===== config.mk =====
export PLATFORM = sky130hd
export DESIGN_NAME = tag_clear_seq
export DESIGN_NICKNAME = d
export VERILOG_FILES = /design/src/rtl/tag_clear_pkg.sv /design/src/rtl/tag_clear_ctrl.sv /design/src/rtl/tag_clear_dp.sv /design/src/rtl/tag_clear_seq.sv
export SDC_FILE = /design/constraint.sdc
export NUM_CORES = 1
export LEC_CHECK = 0
export BUFFER_PORTS_ARGS = -buffer_cell sky130_fd_sc_hd__buf_2
export CAP_MARGIN = 20
export CORE_AREA = 2 2 39 41
export DETAILED_ROUTE_END_ITERATION = 8
export DIE_AREA = 0 0 41 43
export HOLD_SLACK_MARGIN = 0.1
export PLACE_DENSITY_LB_ADDON = 0.15
export SETUP_SLACK_MARGIN = 0.1
export SYNTH_ARGS = -nofsm -noshare
export SYNTH_HDL_FRONTEND = slang
export SYNTH_SLANG_ARGS = --single-unit

===== constraint.sdc =====
create_clock -name clk -period 3.6 [get_ports clk]
set_input_delay 0.54 -clock clk [delete_from_list [all_inputs] [get_ports clk]]
set_output_delay 0.54 -clock clk [all_outputs]
set_load 0.01 [all_outputs]

===== src/rtl/tag_clear_pkg.sv =====
package tag_clear_pkg;
  // Strobes from the sequencing control to the index datapath
  typedef struct packed {
    logic clrIdx;   // return index counter to 0
    logic stepIdx;  // advance index counter by one
    logic wrAll;    // write every way at the current index
  } sweepCtl_t;

  typedef enum logic {
    ST_SWEEP = 1'b0,
    ST_IDLE  = 1'b1
  } sweepState_t;
endpackage


===== src/rtl/tag_clear_ctrl.sv =====
module tag_clear_ctrl
  import tag_clear_pkg::*;
(
  input  logic      clk,
  input  logic      rst,
  input  logic      fetchReq,
  input  logic      lastIdx,
  output sweepCtl_t ctl,
  output logic      stall,
  output logic      done
);
  sweepState_t state;
  logic        doneQ;

  always_ff @(posedge clk) begin
    if (rst) begin
      state <= ST_SWEEP;
      doneQ <= 1'b0;
    end else if (state == ST_SWEEP && lastIdx) begin
      state <= ST_IDLE;
      doneQ <= 1'b1;
    end
  end

  always_comb begin
    ctl.clrIdx  = rst;
    ctl.stepIdx = (state == ST_SWEEP) && !lastIdx;
    ctl.wrAll   = (state == ST_SWEEP);
  end

  assign stall = fetchReq && (state == ST_SWEEP);
  assign done  = doneQ;

  assert_done_sticky_R5: assert property (@(posedge clk) disable iff (rst)
    doneQ |=> doneQ);

  assert_done_after_last_R5: assert property (@(posedge clk) disable iff (rst)
    $rose(doneQ) |-> $past(lastIdx));

  assert_stall_pending_R4: assert property (@(posedge clk) disable iff (rst)
    (fetchReq && !doneQ) |-> stall);

  assert_no_stall_idle_R8: assert property (@(posedge clk) disable iff (rst)
    doneQ |-> !stall);
endmodule


===== src/rtl/tag_clear_dp.sv =====
module tag_clear_dp
  import tag_clear_pkg::*;
#(
  parameter int LINES = 128,
  parameter int WAYS  = 4,
  localparam int IDX_W = (LINES > 1) ? $clog2(LINES) : 1,
  localparam int WAY_W = (WAYS > 1) ? $clog2(WAYS) : 1
) (
  input  logic             clk,
  input  logic             rst,
  input  sweepCtl_t        ctl,
  output logic             lastIdx,
  output logic [IDX_W-1:0] tagIdx,
  output logic [WAYS-1:0]  tagWe,
  output logic             tagValid,
  output logic             replWe,
  output logic [WAY_W-1:0] replWay
);
  localparam logic [IDX_W-1:0] LAST = IDX_W'(LINES - 1);

  logic [IDX_W-1:0] idx;

  always_ff @(posedge clk) begin
    if (ctl.clrIdx)       idx <= '0;
    else if (ctl.stepIdx) idx <= idx + 1'b1;
  end

  assign lastIdx = (idx == LAST);
  assign tagIdx  = idx;

  for (genvar w = 0; w < WAYS; w++) begin : gWayWe
    assign tagWe[w] = ctl.wrAll;
  end

  assign tagValid = 1'b0;
  assign replWe   = ctl.wrAll;
  assign replWay  = '0;

  assert_idx_step_R2: assert property (@(posedge clk) disable iff (rst)
    (ctl.wrAll && $past(ctl.wrAll) && !$past(rst)) |-> (idx == $past(idx) + 1'b1));

  assert_repl_with_tag_R7: assert property (@(posedge clk) disable iff (rst)
    (|tagWe) |-> (replWe && replWay == '0));

  assert_valid_cleared_R3: assert property (@(posedge clk) disable iff (rst)
    (|tagWe) |-> (!tagValid && &tagWe));
endmodule


===== src/rtl/tag_clear_seq.sv =====
module tag_clear_seq
  import tag_clear_pkg::*;
#(
  parameter int LINES = 128,
  parameter int WAYS  = 4,
  localparam int IDX_W = (LINES > 1) ? $clog2(LINES) : 1,
  localparam int WAY_W = (WAYS > 1) ? $clog2(WAYS) : 1
) (
  input  logic             clk,
  input  logic             rst,
  input  logic             fetchReq,
  output logic             stall,
  output logic [IDX_W-1:0] tagIdx,
  output logic [WAYS-1:0]  tagWe,
  output logic             tagValid,
  output logic             replWe,
  output logic [WAY_W-1:0] replWay,
  output logic             done
);
  sweepCtl_t ctl;
  logic      lastIdx;

  tag_clear_ctrl uCtrl (
    .clk      (clk),
    .rst      (rst),
    .fetchReq (fetchReq),
    .lastIdx  (lastIdx),
    .ctl      (ctl),
    .stall    (stall),
    .done     (done)
  );

  tag_clear_dp #(.LINES(LINES), .WAYS(WAYS)) uDp (
    .clk      (clk),
    .rst      (rst),
    .ctl      (ctl),
    .lastIdx  (lastIdx),
    .tagIdx   (tagIdx),
    .tagWe    (tagWe),
    .tagValid (tagValid),
    .replWe   (replWe),
    .replWay  (replWay)
  );
endmodule


==> results of run 1 <==
[state kept, by name, indices dropped and copies added, names as in the netlist]
name	count
uDp.tagIdx	7
uCtrl.done	1
[Yosys cell counts, drive strengths merged]
master / n
conb: 1
o21bai: 1
a31oi: 1
ha: 1
nor3b: 1
dfxtp: 8
and2b: 3
a21oi: 4
nand4b: 2
mux2i: 1
nor2: 4
mux2: 2
and2: 1
o21ai: 2
buf: 8
nand2b: 3
nand2: 2
a2111oi: 1
and4: 1
nor2b: 1
or3: 1
inv: 2
[final cells by class]
| type | count | area [um2] | share of cell area |
|---|---|---|---|
| inverters | 2 | 7.507 | 0.01415 |
| multi-input cells | 35 | 240.2 | 0.4528 |
| flip-flops and latches | 8 | 160.2 | 0.3019 |
| well taps | 16 | 20.02 | 0.03774 |
| clock buffers | 3 | 22.52 | 0.04245 |
| repair buffers | 16 | 80.08 | 0.1509 |
[per-stage QoR]
step | area [um2] | cells
after CTS | 530.5 | 80
after global routing | 530.5 | 80
after global placement | 508.0 | 77
final | 530.5 | 80
after floorplan | 467.9 | 53
after detailed placement | 508.0 | 77
[power by group through the flow]
| stage | Clock, W | Combinational, W | Sequential, W |
|---|---|---|---|
| finish | 0.0000681 | 0.0000171 | 0.0000954 |
| global route | 0.0000750 | 0.0000196 | 0.0000959 |
| CTS | 0.0000701 | 0.0000175 | 0.0000953 |
| detailed placement | 0 | 0.0000175 | 0.0000973 |
| global placement | 0 | 0.0000178 | 0.0000971 |
| floorplan | 0 | 0.0000131 | 0.0000979 |
[how the worst max path moves through the flow]
stage	from	end	slack (ns)	depth (start not counted)
after floorplan	uDp.tagIdx[0]$_SDFFE_PP0P_	uDp.tagIdx[0]$_SDFFE_PP0P_	2.18	4
after CTS	uCtrl.done$_SDFFE_PP0P_	stall	2.05	2
after global routing	uCtrl.done$_SDFFE_PP0P_	stall	2.00	2
after global placement	uDp.tagIdx[0]$_SDFFE_PP0P_	uDp.tagIdx[5]$_SDFFE_PP0P_	2.16	4
final	uCtrl.done$_SDFFE_PP0P_	stall	2.06	2
after detailed placement	uDp.tagIdx[0]$_SDFFE_PP0P_	uDp.tagIdx[5]$_SDFFE_PP0P_	2.15	4
[layer usage]
layer  up-vias  global-route usage  routed length, um
li1        191                   -                  -
met1       163              0.1442                393
met2        17              0.1281                359
met3         0             0.01571                 48
met4         0             0.06000                  0
met5         -                   0                  0
[logic make-up after synthesis]
group | Yosys count | synth area share
and+or+nand+nor | 19 | 0.2609
buffers and inverters | 10 | 0.1468
AOI/OAI and AO/OA | 9 | 0.1305
DFF | 8 | 0.3478
muxes | 3 | 0.07879
adders and majority gates | 1 | 0.02717
other | 1 | 0.008144
[critical path: cells and delay by family, from the launching register on]
family	cells	cell delay [ns]
buf+inv	1	0.13
flops	1	0.42
simple gates	1	0.20
==> flow_summary.yaml, run 1 <==
floorplan:
  die_y_um: 43
  ios: 20
  start_util: 0.3327
  coreArea_um2: 1384
  num_rows: 14
  die_w_um: 41
  die_area_um2: 1763
cts:
  cts.sinks: 8
  cts_hold_buf: 0
  cts-root-buf: "clkbuf_4"
  ctsResizeCount: 0
  clk_pin_slew_ns: 0.05
  htreeDepth: 1
  clockBufferDepth: 2
  cts_tree: "built"
  clock_latency_ns: 0.25
  cts_setup_buffers: 0
  cts_buffers: 3
final_layout:
  final_cell_mix: "16 x buf_2, 8 x dfxtp_1, 4 x nor2_1"
  drive_gt1_frac: 0.3750
  antenna_cells: 0
  mostFrequentLayoutCell: "buf_2"
  syn_to_final_growth_pct: 15.22
  fillers: 147
  utilization: 0.3834
  num-nets-final: 70
power:
  irDropWorstVdd_v: 0.0002193
  p_leak_nw: 0.2508
  power.density_nw_per_um2: 340.5
  p_int_w: 0.0001378
  pwr-share-seq: 0.528
  pwr-share-clk: 0.377
  p_switching_w: 0.00004287
  power.share.switching: 0.2373
  finalPower_w: 0.0001807
  p_comb_frac: 0.095
sta:
  finalSetupViolations: 0
  min_period_ns: 1.539
  setup_ws_ns: 2.061
  max_freq_ghz: 0.6498
  skew_ns: 0.002025
  final.setup.tns_ns: 0
  hold_viol: 0
  min_period_over_period: 0.4275
  hold_ws_ns: 0.4963
  rsz0062_at_grt: "false"
  slew_violations: 0
place:
  pre_cts_ws_ns: 2.153
  dp_hpwl_um: 625.7
  io_buffer_count: 16
  gp_congestion: 0.7124
critical_path:
  cpPeakStageDelay_ns: 0.42
  critPathCaptureType: "output pin"
  critPathLaunchType: "flop"
  arrival_ns: 1.00
  r2r_slack_ns: 2.15
  crit_path_max_fanout: 7
  reg2reg_from: "uDp.tagIdx[0]$_SDFFE_PP0P_"
  r2r_cells: 4
  criticalPathCategory: "reg2out"
  r2r-end: "uDp.tagIdx[0]$_SDFFE_PP0P_"
  slowest_stage: "dfxtp_1"
  required_ns: 3.06
  crit_path_cell_trace: "and2b_1 -> buf_2"
logic_synthesis:
  syn_inst: 51
  synth.distinct_cells: 24
  synth_area_leaders: "dfxtp_1 35%, buf_4 13%, and2b_1 4.9%"
  syn-cell-area_um2: 460.4
  yosys_register_bits: 8
  ys.warnings.count: 0
  syn_area_per_cell_um2: 9.028
  synth_top_cell_by_area: "dfxtp_1"
  yosysTopAreaCellShare: 0.3478
  ys_seq_area_frac: 0.3478
drt:
  wl_um: 800
  viasPerCell: 4.638
  drc: 0
  dr.pass1.iters: 5
  drtIter0Drc: 16
  ant_nets: 0
  detail_route.wl_per_cell_um: 10.00
  vias: 371
global_routing:
  antenna_found_initial: 0
  overflow: 0
  grt_use_total: 0.09829
  grt_pass1_vias: 313
  grt_max_degree: 13
  grt_pass1_wl_mm: 1.221
min_path:
  holdPathEnd: "uDp.tagIdx[6]$_SDFFE_PP0P_"
  whs_path_depth: 2
  hp-class: "reg2reg"
  min_from: "uDp.tagIdx[6]$_SDFFE_PP0P_"
status:
  status: "complete, no violations"
job:
  cap_violations: 0
No activity file was read; power rests on OpenSTA's default activity.
==> run 2: changes to the inputs <==
--- a/config.mk
+++ b/config.mk
@@ -5,6 +5,7 @@
 export SDC_FILE = /design/constraint.sdc
 export NUM_CORES = 1
 export LEC_CHECK = 0
+export ABC_AREA = 1
 export BUFFER_PORTS_ARGS = -buffer_cell sky130_fd_sc_hd__buf_2
 export CAP_MARGIN = 20
 export CORE_AREA = 2 2 39 41
==> constraint.sdc (replaced) <==
create_clock -name clk -period 1.25 [get_ports clk]
set_input_delay 0.1875 -clock clk [delete_from_list [all_inputs] [get_ports clk]]
set_output_delay 0.1875 -clock clk [all_outputs]
set_load 0.01 [all_outputs]
==> flow_summary.yaml, run 2 <==
logic_synthesis:
  syn_inst: 68
  synthArstFlopShare: 0
  synth_area_leaders: "dfxtp_1 35%, buf_4 11%, nor2_1 11%"
  synth_commonest_cells: "14 x nor2_1, 12 x nand2_1, 8 x dfxtp_1, 8 x nand3_1, 7 x buf_4"
  synth_top_cell_by_area: "dfxtp_1"
  syn_area_per_cell_um2: 6.734
  synth-edff-count: 0
  ys_seq_area_frac: 0.3497
  synth-main-ff-cell: "dfxtp_1"
  ys.warnings.count: 0
  yosys_register_bits: 8
  syn-cell-area_um2: 457.9
  yosysMostFrequentCell: "nor2_1"
  yosysTopAreaCellShare: 0.3497
  synth.distinct_cells: 14
critical_path:
  path_buf_inv: 2
  cpPeakStageDelay_ns: 0.41
  criticalPathCategory: "reg2out"
  critPathLaunchType: "flop"
  crit_path_cell_trace: "inv_2 -> buf_2"
  arrival_ns: 0.90
  crit_path_max_fanout: 8
  slowest_stage: "dfxtp_2"
  required_ns: 1.06
  critPathTopFamily: "flip-flops"
  critPathCaptureType: "output pin"
sta:
  finalSetupViolations: 0
  final.setup.tns_ns: 0
  min_period_ns: 1.092
  min_period_over_period: 0.8736
  max_freq_ghz: 0.9158
  hold_viol: 0
  rsz0062_at_grt: "true"
  slew_violations: 0
  skew_ns: 0.007042
  setup_ws_ns: 0.1580
power:
  power.density_nw_per_um2: 909.9
  irDropWorstVdd_v: 0.0003775
  p_leak_nw: 0.2764
drt:
  drtIter0Drc: 3
  detail_route.wl_per_cell_um: 9.414
  wl_um: 932
  viasPerCell: 4.384
  vias: 434
  dr.pass1.iters: 4
  ant_nets: 0
  drc: 0
floorplan:
  num_rows: 14
  die_area_um2: 1763
  die_w_um: 41
  die_y_um: 43
  start_util: 0.3309
  ios: 20
  coreArea_um2: 1384
global_routing:
  overflow: 0
  antenna_found_initial: 0
  grt_pass1_vias: 366
  grt_pass1_wl_mm: 1.587
  grt_max_degree: 9
  grt_use_total: 0.1329
cts:
  clk_pin_slew_ns: 0.06
  cts_tree: "built"
  clockBufferDepth: 2
  cts.sinks: 8
  cts_buffers: 3
  cts-root-buf: "clkbuf_4"
  cts_setup_buffers: 0
  clock_latency_ns: 0.25
  htreeDepth: 1
place:
  gp_congestion: 0.7822
  dp_hpwl_um: 683.6
  io_buffer_count: 16
  pre_cts_ws_ns: 0.07370
final_layout:
  largest_register_ffs: 7
  fillers: 166
  num-nets-final: 89
  final_cell_mix: "16 x buf_2, 12 x nor2_1, 12 x nand2_1"
  drive_gt1_frac: 0.4337
  mostFrequentLayoutCell: "buf_2"
  antenna_cells: 0
  syn_to_final_growth_pct: 29.78
status:
  status: "complete, no violations"
min_path:
  hp-class: "reg2reg"
job:
  cap_violations: 0
[run 2: cell types whose count changed after synthesis, sizes merged, moves of 3 or more]
cell,before,now
and2b,3,0
inv,2,7
nand2,2,13
nand2b,3,0
nand3,0,8
nor2,4,17
[run 2: repair_timing]
action | CTS | global route
hold endpoints to repair | 1 | 0
resized for setup | 4 | 10
setup endpoints to repair | 8 | 6
hold buffers | 1 | 0
pin swaps | 1 | 4
[run 2: path summary, 6_finish.rpt]
check	from	end	slack (ns)	cells past startpoint
worst min-delay path	uDp.tagIdx[1]$_SDFFE_PP0P_	uDp.tagIdx[1]$_SDFFE_PP0P_	0.52	2
worst max-delay path	uCtrl.done$_SDFFE_PP0P_	tagWe[1]	0.16	2
worst max register to register	uDp.tagIdx[4]$_SDFFE_PP0P_	uDp.tagIdx[4]$_SDFFE_PP0P_	0.16	5
worst min register to register	uDp.tagIdx[1]$_SDFFE_PP0P_	uDp.tagIdx[1]$_SDFFE_PP0P_	0.52	2
[run 2: layout make-up]
cell class                      instances  area, um2  area share
Clock buffer                            3      22.52     0.03789
Multi-Input combinational cell         48      264.0      0.4442
Inverter                                7      26.28     0.04421
Sequential cell                         8      171.4      0.2884
Tap cell                               16      20.02     0.03368
Timing Repair Buffer                   17      90.09      0.1516
[run 2: cell families after synthesis]
family,after synthesis,synth area share
other cells,1,0.008189
buf+inv,14,0.1721
flops,8,0.3497
compound gates,5,0.05464
simple gates,39,0.3880
fa+ha+maj,1,0.02732
[run 2: worst register-to-register path, stage by stage, from the launching register on]
cell and delay, ns:
dfxtp_1 0.41, nand2_1 0.13, nor2_4 0.14, nand2_4 0.10, a21oi_1 0.15, nor2_1 0.06
[run 2: per-layer routing]
metal	wire, um	part of all wire	global-route usage	vias up
li1	-	-	-	233
met1	464	0.50	0.1948	182
met2	390	0.42	0.1688	17
met3	69	0.074	0.04712	2
met4	8	0.0086	0.06000	0
met5	0	0	0	-
[run 2: report_power, final]
group | total, W | internal, W | switching (W)
clock | 0.000201 | 0.000110 | 0.0000911
sequential | 0.000278 | 0.000265 | 0.0000138
combinational | 0.0000612 | 0.0000280 | 0.0000332
total | 0.000541 | 0.000403 | 0.000138
[run 2: per-stage QoR]
stage	hold slack [ns]	instances	utilization	power, W	area, um2
floorplan	0.2599	70	-	0.0003221	467.9
global placement	0.3792	95	0.3725	0.0003341	515.5
detailed placement	0.3777	95	0.3725	0.0003335	515.5
CTS	0.5095	99	0.4042	0.0005401	559.3
global route	0.5635	99	0.4295	0.0005762	594.3
finish	0.5177	99	0.4295	0.0005407	594.3
